[src/rtl/tmr_pkg.sv]
package tmr_pkg;
    localparam int DATA_W = 32;
    localparam int ADDR_W = 6;

    localparam logic [ADDR_W-1:0] ADR_CTRL = 6'h00;
    localparam logic [ADDR_W-1:0] ADR_PRE  = 6'h04;
    localparam logic [ADDR_W-1:0] ADR_STAT = 6'h08;
    localparam logic [ADDR_W-1:0] ADR_IEN  = 6'h0C;
    localparam int CMP_BASE = 16;

    localparam int BIT_RUN  = 0;
    localparam int BIT_FREE = 9;
    localparam int BIT_SRST = 15;
    localparam int CAPM_LO  = 16;

    typedef enum logic [2:0] {
        OM_OFF    = 3'd0,
        OM_TOGGLE = 3'd1,
        OM_CLEAR  = 3'd2,
        OM_SET    = 3'd3,
        OM_PULSE  = 3'd4
    } om_e;

    typedef enum logic [1:0] {
        IM_OFF  = 2'd0,
        IM_RISE = 2'd1,
        IM_FALL = 2'd2,
        IM_BOTH = 2'd3
    } im_e;

    typedef enum logic {
        PIN_STEADY = 1'b0,
        PIN_PULSE  = 1'b1
    } pin_st_e;
endpackage

[src/rtl/tmr_prescaler.sv]
module tmr_prescaler #(
    parameter int PRE_W = 12
) (
    input  logic             clk,
    input  logic             rst_n,
    input  logic             clr,
    input  logic             run,
    input  logic [PRE_W-1:0] div,
    output logic             tick
);
    logic [PRE_W-1:0] pc_q;

    assign tick = run && !clr && (pc_q >= div);

    always_ff @(posedge clk or negedge rst_n) begin
        if (!rst_n)                    pc_q <= '0;
        else if (clr || !run || tick)  pc_q <= '0;
        else                           pc_q <= pc_q + 1'b1;
    end
endmodule

[src/rtl/tmr_cmp_chan.sv]
module tmr_cmp_chan
    import tmr_pkg::*;
#(
    parameter int CNT_W = 32
) (
    input  logic             clk,
    input  logic             rst_n,
    input  logic             clr,
    input  logic             tick,
    input  logic [CNT_W-1:0] cnt,
    input  logic [CNT_W-1:0] ocr,
    input  logic [2:0]       mode,
    input  logic             force_act,
    output logic             match,
    output logic             pin
);
    pin_st_e state_q, state_nxt;
    logic    lvl_q;
    logic    act;
    logic    is_pulse;

    assign is_pulse = (om_e'(mode) == OM_PULSE);
    assign match    = tick && (cnt == ocr);
    assign act      = match || force_act;

    // state register
    always_ff @(posedge clk or negedge rst_n) begin
        if (!rst_n)   state_q <= PIN_STEADY;
        else if (clr) state_q <= PIN_STEADY;
        else          state_q <= state_nxt;
    end

    // transitions: arm, expire, abandon
    always_comb begin
        state_nxt = state_q;
        unique case (state_q)
            PIN_STEADY: if (act && is_pulse) state_nxt = PIN_PULSE;
            PIN_PULSE: begin
                if (!is_pulse)  state_nxt = PIN_STEADY;
                else if (act)   state_nxt = PIN_PULSE;
                else if (tick)  state_nxt = PIN_STEADY;
            end
            default: state_nxt = PIN_STEADY;
        endcase
    end

    // level register for toggle/clear/set actions
    always_ff @(posedge clk or negedge rst_n) begin
        if (!rst_n)   lvl_q <= 1'b0;
        else if (clr) lvl_q <= 1'b0;
        else if (act) begin
            case (om_e'(mode))
                OM_TOGGLE: lvl_q <= ~lvl_q;
                OM_CLEAR:  lvl_q <= 1'b0;
                OM_SET:    lvl_q <= 1'b1;
                default:   lvl_q <= lvl_q;
            endcase
        end
    end

    // output process
    always_comb begin
        if (is_pulse) pin = (state_q != PIN_PULSE);
        else          pin = lvl_q;
    end

    AST_PULSE_ONE_TICK: assert property (@(posedge clk) disable iff (!rst_n)
        (is_pulse && state_q == PIN_PULSE && tick && !act && !clr) |=> (pin || !is_pulse));
endmodule

[src/rtl/tmr_cap_chan.sv]
module tmr_cap_chan
    import tmr_pkg::*;
#(
    parameter int CNT_W = 32
) (
    input  logic             clk,
    input  logic             rst_n,
    input  logic             pin_in,
    input  logic [1:0]       mode,
    input  logic [CNT_W-1:0] cnt,
    output logic             evt,
    output logic [CNT_W-1:0] value
);
    logic s1_q, s2_q, prev_q;
    logic rise, fall;

    always_ff @(posedge clk or negedge rst_n) begin
        if (!rst_n) begin
            s1_q   <= 1'b0;
            s2_q   <= 1'b0;
            prev_q <= 1'b0;
        end else begin
            s1_q   <= pin_in;
            s2_q   <= s1_q;
            prev_q <= s2_q;
        end
    end

    assign rise = s2_q && !prev_q;
    assign fall = !s2_q && prev_q;

    always_comb begin
        evt = 1'b0;
        unique case (im_e'(mode))
            IM_OFF:  evt = 1'b0;
            IM_RISE: evt = rise;
            IM_FALL: evt = fall;
            IM_BOTH: evt = rise || fall;
        endcase
    end

    always_ff @(posedge clk or negedge rst_n) begin
        if (!rst_n)   value <= '0;
        else if (evt) value <= cnt;
    end

    AST_CAP_LOADS: assert property (@(posedge clk) disable iff (!rst_n)
        evt |=> (value == $past(cnt)));
endmodule

[src/rtl/gp_timer.sv]
module gp_timer
    import tmr_pkg::*;
#(
    parameter int CNT_W = 32,
    parameter int PRE_W = 12,
    parameter int N_CMP = 3,
    parameter int N_CAP = 2
) (
    input  logic              clk,
    input  logic              rst_n,
    input  logic              bus_wr,
    input  logic [ADDR_W-1:0] bus_addr,
    input  logic [DATA_W-1:0] bus_wdata,
    output logic [DATA_W-1:0] bus_rdata,
    input  logic [N_CAP-1:0]  cap_in,
    output logic [N_CMP-1:0]  cmp_out,
    output logic              irq
);
    localparam int CAP_BASE = CMP_BASE + 4 * N_CMP;
    localparam int CNT_ADDR = CAP_BASE + 4 * N_CAP;
    localparam int CMPM_LO  = CAPM_LO + 2 * N_CAP;
    localparam int FRC_LO   = CMPM_LO + 3 * N_CMP;
    localparam int NEV      = N_CMP + N_CAP + 1;
    localparam int ROV_BIT  = NEV - 1;
    localparam logic [ADDR_W-1:0] ADR_CNT = ADDR_W'(CNT_ADDR);

    logic                 en_q, frr_q, swr_q;
    logic [2*N_CAP-1:0]   im_q;
    logic [3*N_CMP-1:0]   om_q;
    logic [N_CMP-1:0]     force_q;
    logic [PRE_W-1:0]     pre_q;
    logic [NEV-1:0]       ie_q, st_q, events;
    logic [CNT_W-1:0]     cnt_q;
    logic [CNT_W-1:0]     ocr_q   [N_CMP];
    logic [CNT_W-1:0]     cap_val [N_CAP];
    logic [N_CMP-1:0]     cmp_match;
    logic [N_CAP-1:0]     cap_evt;
    logic                 tick, rov_evt;
    logic                 wr_ctrl, wr_pre, wr_st, wr_ie, wr_cnt;

    assign wr_ctrl = bus_wr && (bus_addr == ADR_CTRL);
    assign wr_pre  = bus_wr && (bus_addr == ADR_PRE);
    assign wr_st   = bus_wr && (bus_addr == ADR_STAT);
    assign wr_ie   = bus_wr && (bus_addr == ADR_IEN);
    assign wr_cnt  = bus_wr && (bus_addr == ADR_CNT);

    always_ff @(posedge clk or negedge rst_n) begin
        if (!rst_n) begin
            en_q <= 1'b0; frr_q <= 1'b0; swr_q <= 1'b0;
            im_q <= '0; om_q <= '0; force_q <= '0;
        end else begin
            swr_q   <= wr_ctrl && bus_wdata[BIT_SRST];
            force_q <= wr_ctrl ? bus_wdata[FRC_LO +: N_CMP] : '0;
            if (wr_ctrl) begin
                en_q  <= bus_wdata[BIT_RUN];
                frr_q <= bus_wdata[BIT_FREE];
                im_q  <= bus_wdata[CAPM_LO +: 2*N_CAP];
                om_q  <= bus_wdata[CMPM_LO +: 3*N_CMP];
            end
        end
    end

    always_ff @(posedge clk or negedge rst_n) begin
        if (!rst_n) begin
            pre_q <= '0;
            ie_q  <= '0;
        end else begin
            if (wr_pre) pre_q <= bus_wdata[PRE_W-1:0];
            if (wr_ie)  ie_q  <= bus_wdata[NEV-1:0];
        end
    end

    tmr_prescaler #(.PRE_W(PRE_W)) u_pre (
        .clk(clk), .rst_n(rst_n), .clr(swr_q), .run(en_q), .div(pre_q), .tick(tick)
    );

    always_ff @(posedge clk or negedge rst_n) begin
        if (!rst_n)      cnt_q <= '0;
        else if (swr_q)  cnt_q <= '0;
        else if (wr_cnt) cnt_q <= bus_wdata[CNT_W-1:0];
        else if (tick)   cnt_q <= (cmp_match[0] && !frr_q) ? '0 : cnt_q + 1'b1;
    end

    assign rov_evt = tick && (&cnt_q);

    for (genvar i = 0; i < N_CMP; i++) begin : g_cmp
        localparam logic [ADDR_W-1:0] ADR_OCR = ADDR_W'(CMP_BASE + 4 * i);
        always_ff @(posedge clk or negedge rst_n) begin
            if (!rst_n)                                ocr_q[i] <= '0;
            else if (bus_wr && bus_addr == ADR_OCR)    ocr_q[i] <= bus_wdata[CNT_W-1:0];
        end
        tmr_cmp_chan #(.CNT_W(CNT_W)) u_cmp (
            .clk(clk), .rst_n(rst_n), .clr(swr_q), .tick(tick), .cnt(cnt_q),
            .ocr(ocr_q[i]), .mode(om_q[3*i +: 3]), .force_act(force_q[i]),
            .match(cmp_match[i]), .pin(cmp_out[i])
        );
    end

    for (genvar j = 0; j < N_CAP; j++) begin : g_cap
        tmr_cap_chan #(.CNT_W(CNT_W)) u_cap (
            .clk(clk), .rst_n(rst_n), .pin_in(cap_in[j]), .mode(im_q[2*j +: 2]),
            .cnt(cnt_q), .evt(cap_evt[j]), .value(cap_val[j])
        );
    end

    assign events = {rov_evt, cap_evt, cmp_match};

    always_ff @(posedge clk or negedge rst_n) begin
        if (!rst_n)     st_q <= '0;
        else if (swr_q) st_q <= '0;
        else            st_q <= (st_q & ~(wr_st ? bus_wdata[NEV-1:0] : '0)) | events;
    end

    assign irq = |(st_q & ie_q);

    always_comb begin
        bus_rdata = '0;
        if (bus_addr == ADR_CTRL) begin
            bus_rdata[BIT_RUN]               = en_q;
            bus_rdata[BIT_FREE]              = frr_q;
            bus_rdata[BIT_SRST]              = swr_q;
            bus_rdata[CAPM_LO +: 2*N_CAP]    = im_q;
            bus_rdata[CMPM_LO +: 3*N_CMP]    = om_q;
        end
        if (bus_addr == ADR_PRE)  bus_rdata[PRE_W-1:0] = pre_q;
        if (bus_addr == ADR_STAT) bus_rdata[NEV-1:0]   = st_q;
        if (bus_addr == ADR_IEN)  bus_rdata[NEV-1:0]   = ie_q;
        if (bus_addr == ADR_CNT)  bus_rdata[CNT_W-1:0] = cnt_q;
        for (int i = 0; i < N_CMP; i++)
            if (bus_addr == ADDR_W'(CMP_BASE + 4 * i)) bus_rdata[CNT_W-1:0] = ocr_q[i];
        for (int j = 0; j < N_CAP; j++)
            if (bus_addr == ADDR_W'(CAP_BASE + 4 * j)) bus_rdata[CNT_W-1:0] = cap_val[j];
    end

    AST_HOLD_STOPPED: assert property (@(posedge clk) disable iff (!rst_n)
        (!en_q && !wr_cnt && !swr_q) |=> $stable(cnt_q));
    AST_RESTART_ZERO: assert property (@(posedge clk) disable iff (!rst_n)
        (cmp_match[0] && !frr_q && !wr_cnt && !swr_q) |=> (cnt_q == '0));
    AST_ROV_FLAG: assert property (@(posedge clk) disable iff (!rst_n)
        (rov_evt && !swr_q) |=> st_q[ROV_BIT]);
    AST_SET_BEATS_CLEAR: assert property (@(posedge clk) disable iff (!rst_n)
        (cmp_match[0] && wr_st && bus_wdata[0] && !swr_q) |=> st_q[0]);
    AST_SRST_EFFECT: assert property (@(posedge clk) disable iff (!rst_n)
        swr_q |=> (st_q == '0 && cnt_q == '0));
endmodule

[config.mk]
export PLATFORM = sky130hd
export DESIGN_NAME = gp_timer
export DESIGN_NICKNAME = d
export VERILOG_FILES = /design/src/rtl/tmr_pkg.sv /design/src/rtl/tmr_prescaler.sv /design/src/rtl/tmr_cmp_chan.sv /design/src/rtl/tmr_cap_chan.sv /design/src/rtl/gp_timer.sv
export SDC_FILE = /design/constraint.sdc
export NUM_CORES = 1
export LEC_CHECK = 0
export BUFFER_PORTS_ARGS = -buffer_cell sky130_fd_sc_hd__buf_4
export CAP_MARGIN = 40
export CORE_MARGIN = 2
export CORE_UTILIZATION = 50
export DETAILED_ROUTE_END_ITERATION = 10
export PLACE_DENSITY = 0.67
export SETUP_SLACK_MARGIN = 0.4
export SYNTH_ARGS = -nofsm -noshare
export SYNTH_HDL_FRONTEND = slang
export SYNTH_HIERARCHICAL = 1
export SYNTH_SLANG_ARGS = --single-unit
export TNS_END_PERCENT = 50
[constraint.sdc]
create_clock -name clk -period 8.8 [get_ports clk]
set_input_delay 0.88 -clock clk [delete_from_list [all_inputs] [get_ports clk]]
set_output_delay 0.88 -clock clk [all_outputs]
set_load 0.02 [all_outputs]
### Word level (Yosys, flattened, before mapping)

Cells that the tools add are included.

| operators by class | value |
|---|---|
| $lt $le $gt $ge | 1 |
| add/subtract/negate cells | 2 |
| muxes and demuxes | 50 |
| bitwise operators | 10 |
| reductions and logical operators | 52 |
| equal/unequal tests | 30 |

Operators with widths:

| kind | number |
|---|---|
| 2-to-1 mux 32 bit | 10 |
| equality test 32 bit | 3 |
| adder 32 x 1 -> 32 bit, second input constant | 1 |
| AND reduction 32 bit | 1 |
| equality test 6 x 5 -> 1 bit, second input constant | 4 |
| 2-to-1 mux 1 bit | 24 |
| 2-to-1 mux 12 bit | 2 |
| 2-to-1 mux 6 bit | 4 |
| logical AND 1 bit | 23 |
| equality test 3 x 2 -> 1 bit, second input constant | 6 |
| 2-to-1 mux 14 bit | 1 |
| adder 12 x 1 -> 12 bit, second input constant | 1 |
| bitwise AND 6 bit | 2 |
| equality test 6 x 4 -> 1 bit, second input constant | 2 |
| equality test 6 bit, second input constant | 2 |
| >= comparator 12 bit | 1 |
| nonzero test 4 bit | 3 |
| equality test 3 x 1 -> 1 bit, second input constant | 3 |
| equality test 3 bit, second input constant | 3 |
| one-hot mux 1 bit (3 select lines) | 3 |
| equality test 2 bit, second input constant | 4 |
| one-hot mux 1 bit (4 select lines) | 2 |
| zero test 1 bit | 7 |
| logical OR 1 bit | 7 |
| other kinds (13) | 26 |

| storage, ports and cells | value |
|---|---|
| output and inout bits | 36 |
| register bits after elaboration | 259 |
| input port bits | 43 |
| word-level logic and storage cells | 173 |

### Depth between registers and ports, before layout

| logic depth | value |
|---|---|
| depth in word-level cells | 11 |
| depth in mapped cells | 15 |
| depth with buffers taken out | 14 |

### Hierarchy

The synthesis kept the hierarchy.

Modules (own cells, without submodules):

| module | area each (µm²) | seq. area each (µm²) | instances | cells each |
|---|---|---|---|---|
| gp_timer | 9,176.3 | 4,279.1 | 1 | 883 |
| tmr_cap_chan | 2,077.0 | 875.8 | 2 | 197 |
| tmr_cmp_chan | 475.5 | 50.0 | 3 | 58 |
| tmr_prescaler | 855.8 | 300.3 | 1 | 95 |

### Worst setup path after synthesis

No wires, ideal clock.

| timing path | value |
|---|---|
| kind | input to output |
| start point | input bus_addr[4] |
| end point | output bus_rdata[31] |
| required time | 7.920 ns |
| stages | 6 |
| slack | 5.285 ns |
| arrival | 2.635 ns |
| path buffers | 2 |
| path through | or4b_1 > buf_4 > nor2_1 > clkbuf_1 > a21oi_1 > o31ai_1 |

| between the ends | value |
|---|---|
| cells in the longest elaborated chain, start to end | 7 |
| elaborated cells on any way between the ends | 12 |
| classes of those cells | eq/ne: 6; mux: 6 |

RTL lines:

| item | RTL line | text |
|---|---|---|
| start: declaration | gp_timer.sv:12 | `input logic [ADDR_W-1:0] bus_addr,` |
| equality test 6 bit | gp_timer.sv:128 | `if (bus_addr == ADR_CNT) bus_rdata[CNT_W-1:0] = cnt_q;` |
| 2-to-1 mux 32 bit | gp_timer.sv:128 |  |
| 2-to-1 mux 32 bit (3 in series) | gp_timer.sv:130 | `if (bus_addr == ADDR_W'(CMP_BASE + 4 * i)) bus_rdata[CNT_W-1:0] = ocr_q[i];` |
| 2-to-1 mux 32 bit | gp_timer.sv:132 | `if (bus_addr == ADDR_W'(CAP_BASE + 4 * j)) bus_rdata[CNT_W-1:0] = cap_val[j];` |
| 2-to-1 mux 32 bit (*) | gp_timer.sv:132 |  |
| end: declaration | gp_timer.sv:14 | `output logic [DATA_W-1:0] bus_rdata,` |

Every way passes the cells marked *; elsewhere a longest branch is shown, timed or not.

### Worst setup path in the final report

| timing path | value |
|---|---|
| start point | input bus_addr[3] |
| end point | output bus_rdata[28] |

| between the ends | value |
|---|---|
| cells in the longest elaborated chain, start to end | 8 |
| elaborated cells on any way between the ends | 14 |
| classes of those cells | eq/ne: 6; mux: 7; reduce/logical: 1 |

RTL lines:

| item | RTL line | text |
|---|---|---|
| zero test 6 bit | gp_timer.sv:118 | `if (bus_addr == ADR_CTRL) begin` |
| 2-to-1 mux 14 bit | gp_timer.sv:118 |  |
| 2-to-1 mux 32 bit | gp_timer.sv:128 |  |
| 2-to-1 mux 32 bit (3 in series) | gp_timer.sv:130 |  |
| 2-to-1 mux 32 bit | gp_timer.sv:132 |  |
| 2-to-1 mux 32 bit (*) | gp_timer.sv:132 |  |

Marked as above.

==> key figures <==
Clocking
  • Post-CTS Setup Inserts: 0
  • Cts bufs inserted: 30
  • Clock Path Buffers: 3
  • Clock-pin slew on the worst setup and hold paths: 0.06 ns
  • CTS sink cnt: 259
  • Hold_buf cts: 0
  • CTS tree: built
  • Worst-Skew Late Latency: approximately 0.58 ns
  • Root buf cell: clkbuf_16
  • H-tree depth: 1
  • Post-cts sizing count: 0

Critical path
  • Slowest cell on crit path: nor2_4
  • Delay-heaviest family, CP: simple AND/OR/NAND/NOR gates
  • Crit start category: input pin
  • Worst-path fanout max: 60
  • CP peak stage delay: between 0.7 and 0.8 ns
  • Crit path cell chain: buf_4 > nand2b_1 > buf_4 > nor2_4 > a221oi_1 > o21ai_0 > buf_4
  • Worst path arrival time: 3.62 ns
  • Crit path buf inv count: 3
  • Crit Path Category: in -> out
  • Reg2Reg Setup Slack: between 4 and 5 ns
  • Crit path top cell by count: buf_4
  • CP required: 7.92 ns
  • Worst Setup End Kind: primary output

Layout
  • Share of cells above drive strength 1: 0.2539
  • Post-route insts no fill: 1996
  • Nets: 1636
  • Synth-to-Final Area Change: 11.41%

Die
  • FP Rows: 64
  • Die width: 180.7 microns
  • Die H: 180.7 microns
  • Initial core utilization: 0.5091
  • Die Area: around 33000 sq um
  • Ports: 79
  • Core Area: approximately 30000 sq um

STA
  • Crit share post-route: 0.5110
  • Max-slew headroom: 0.3905
  • Slew Limit Fails: 0
  • Achievable Freq: 0.2224 GHz
  • Unrepaired setup endpoints after global routing: no
  • Crit path time final: 4.497 ns
  • Slew @ Worst Pin: 0.9113 ns
  • Final setup violation count: 0
  • Sum Neg Setup Slack: 0 ns
  • Final Hold Viols: 0
  • Skew final: 0.01786 ns

Power
  • P_leak: 7.401 nW
  • VDD IR max: 0.1948 mV
  • PwrDens: 236.5 nW/um^2

Routing
  • Routed met1 length: 22550 microns
  • Detail Route Antenna Nets: 0
  • Via count: 13540
  • Detailed-routed wire length on met3: 5620 microns
  • First-pass DRT Iterations: 6
  • Met2 Routed Length: ~23000 microns
  • DR iter-0 viols: 1894
  • Residual DRC: 0
  • Vias per Instance: 6.781
  • WL/cell: about 27 microns
  • Top routing layer in use: met4
  • WL final: 53280 microns

Logic synthesis
  • Yosys cell types: between 70 and 80
  • Avg Cell Area, Syn: 10.10 sq um
  • Yosys warns: 6
  • Cell with the most instances after synthesis: dfrtp_1
  • Post-synth EDFFs: 0
  • Area contributors post-synth: dfrtp_1 (42%), mux2_2 (11%), xnor2_1 (5.0%)
  • Async set or reset register ratio after synthesis: 1.000
  • Post-synth top cells: dfrtp_1 (259), mux2_2 (151), a21oi_1 (109)
  • Synthesized netlist cell count: 1546
  • Post-synth top area cell: dfrtp_1
  • Post-synthesis sequential area ratio: 0.4151
  • Mapped cell area: 15610 sq um
  • Syn nets: 1607
  • Top_reg_cell synth: dfrtp_1
  • Yosys top cell area share: 0.4151
  • #FFs+latches synth: roughly 260

Placement
  • GPL Wtd Cong: 0.9953
  • IO Port Bufs: a little under 80
  • Placed Cells: slightly below 2000
  • Final HPWL DP: 36720 microns

GRT
  • Global Route Usage Sum: 0.3195
  • First-pass GRT wire length: roughly 81000 microns
  • Antenna violations before repair: 0
  • Largest net degree at the start of global routing: 86
  • Total gr overflow: 0
  • Vias in the first global route: ~13000

Status
  • Status: completed

Job
  • Number of max-cap violations: 0

Min path
  • Hold WC Path Type: in -> async
==> kinds of logic (layout without fill, tap and decap cells) <==
family | after synthesis | in the layout | synth area share
compound gates | 438 | 438 | 0.2080
flops | 259 | 259 | 0.4151
buf+inv | 137 | 190 | 0.04288
mux | 160 | 160 | 0.1155
xor+xnor | 108 | 108 | 0.06059
simple gates | 426 | 426 | 0.1435
other cells | 0 | 1 | 0
fa+ha+maj | 18 | 18 | 0.01443
==> final cells by class <==
| cell class | instances | area [sq um] |
|---|---|---|
| diodes | 1 | 2.502 |
| clock buffers | 42 | 845.8 |
| clock inverters | 14 | 140.1 |
| fillers | 2700 | 13280 |
| inverters | 28 | 105.1 |
| multi-input cells | 1150 | 8503 |
| flip-flops and latches | 259 | 6484 |
| well taps | 396 | 495.5 |
| repair buffers | 106 | 818.3 |
==> routing by layer <==
layer,GRT usage,vias up
met5,0,-
met4,0.1029,0
met3,0.07116,111
met2,0.4652,747
met1,0.4716,6824
li1,-,5853
==> layout by cell type, fill, tap and decap left out, types with 32 or more instances in the layout <==
cell / count
a21bo_2: 64
xnor2_1: 90
dfrtp_1: 257
o21ai_0: 66
mux2_2: 151
a21oi_1: 109
nand4_1: 32
nand2_1: 71
nor2_1: 96
nand3_1: 95
buf_4: 102
a221o_1: 71
==> path summary, 6_finish.rpt <==
kind                                      from             endpoint  cells past startpoint
max                                bus_addr[3]        bus_rdata[28]                      7
min                                      rst_n  g_cap[1].u_cap/s1_q                      1
max reg2reg                      u_pre/pc_q[0]            cnt_q[27]                     14
min reg2reg                g_cap[1].u_cap/s1_q  g_cap[1].u_cap/s2_q                      0
max in group asynchronous                rst_n             pre_q[2]                      2
min in group clk           g_cap[1].u_cap/s1_q  g_cap[1].u_cap/s2_q                      0
==> where the power goes <==
part | switching, mW | leakage, nW | internal, mW
clock | 0.533 | 0.485 | 0.729
combinational | 0.496 | 3.50 | 0.536
sequential | 0.400 | 3.41 | 1.42
==> metrics by stage <==
stage               power (mW)  worst slack [ns]  hold slack, ns    util  instance area (sq um)
floorplan                2.428             5.285          0.3312       -                  15610
global placement         2.800             4.529          0.3336  0.5337                  16370
detailed placement       2.833             4.464          0.3378  0.5349                  16410
CTS                      4.090             4.439          0.3351  0.5671                  17390
global route             4.274             4.245          0.3313  0.5671                  17390
finish                   4.114             4.303          0.2813  0.5672                  17390
==> sequential cells by signal, indices dropped and copies added, names as in the netlist, 4 cells and up <==
signal and cells:
om_q 9, pre_q 12, ie_q 6, g_cap.u_cap/value 64, ocr_q 96, st_q 6, u_pre/pc_q 12, cnt_q 32
im_q 4
Power figures use the tool's default switching activity.
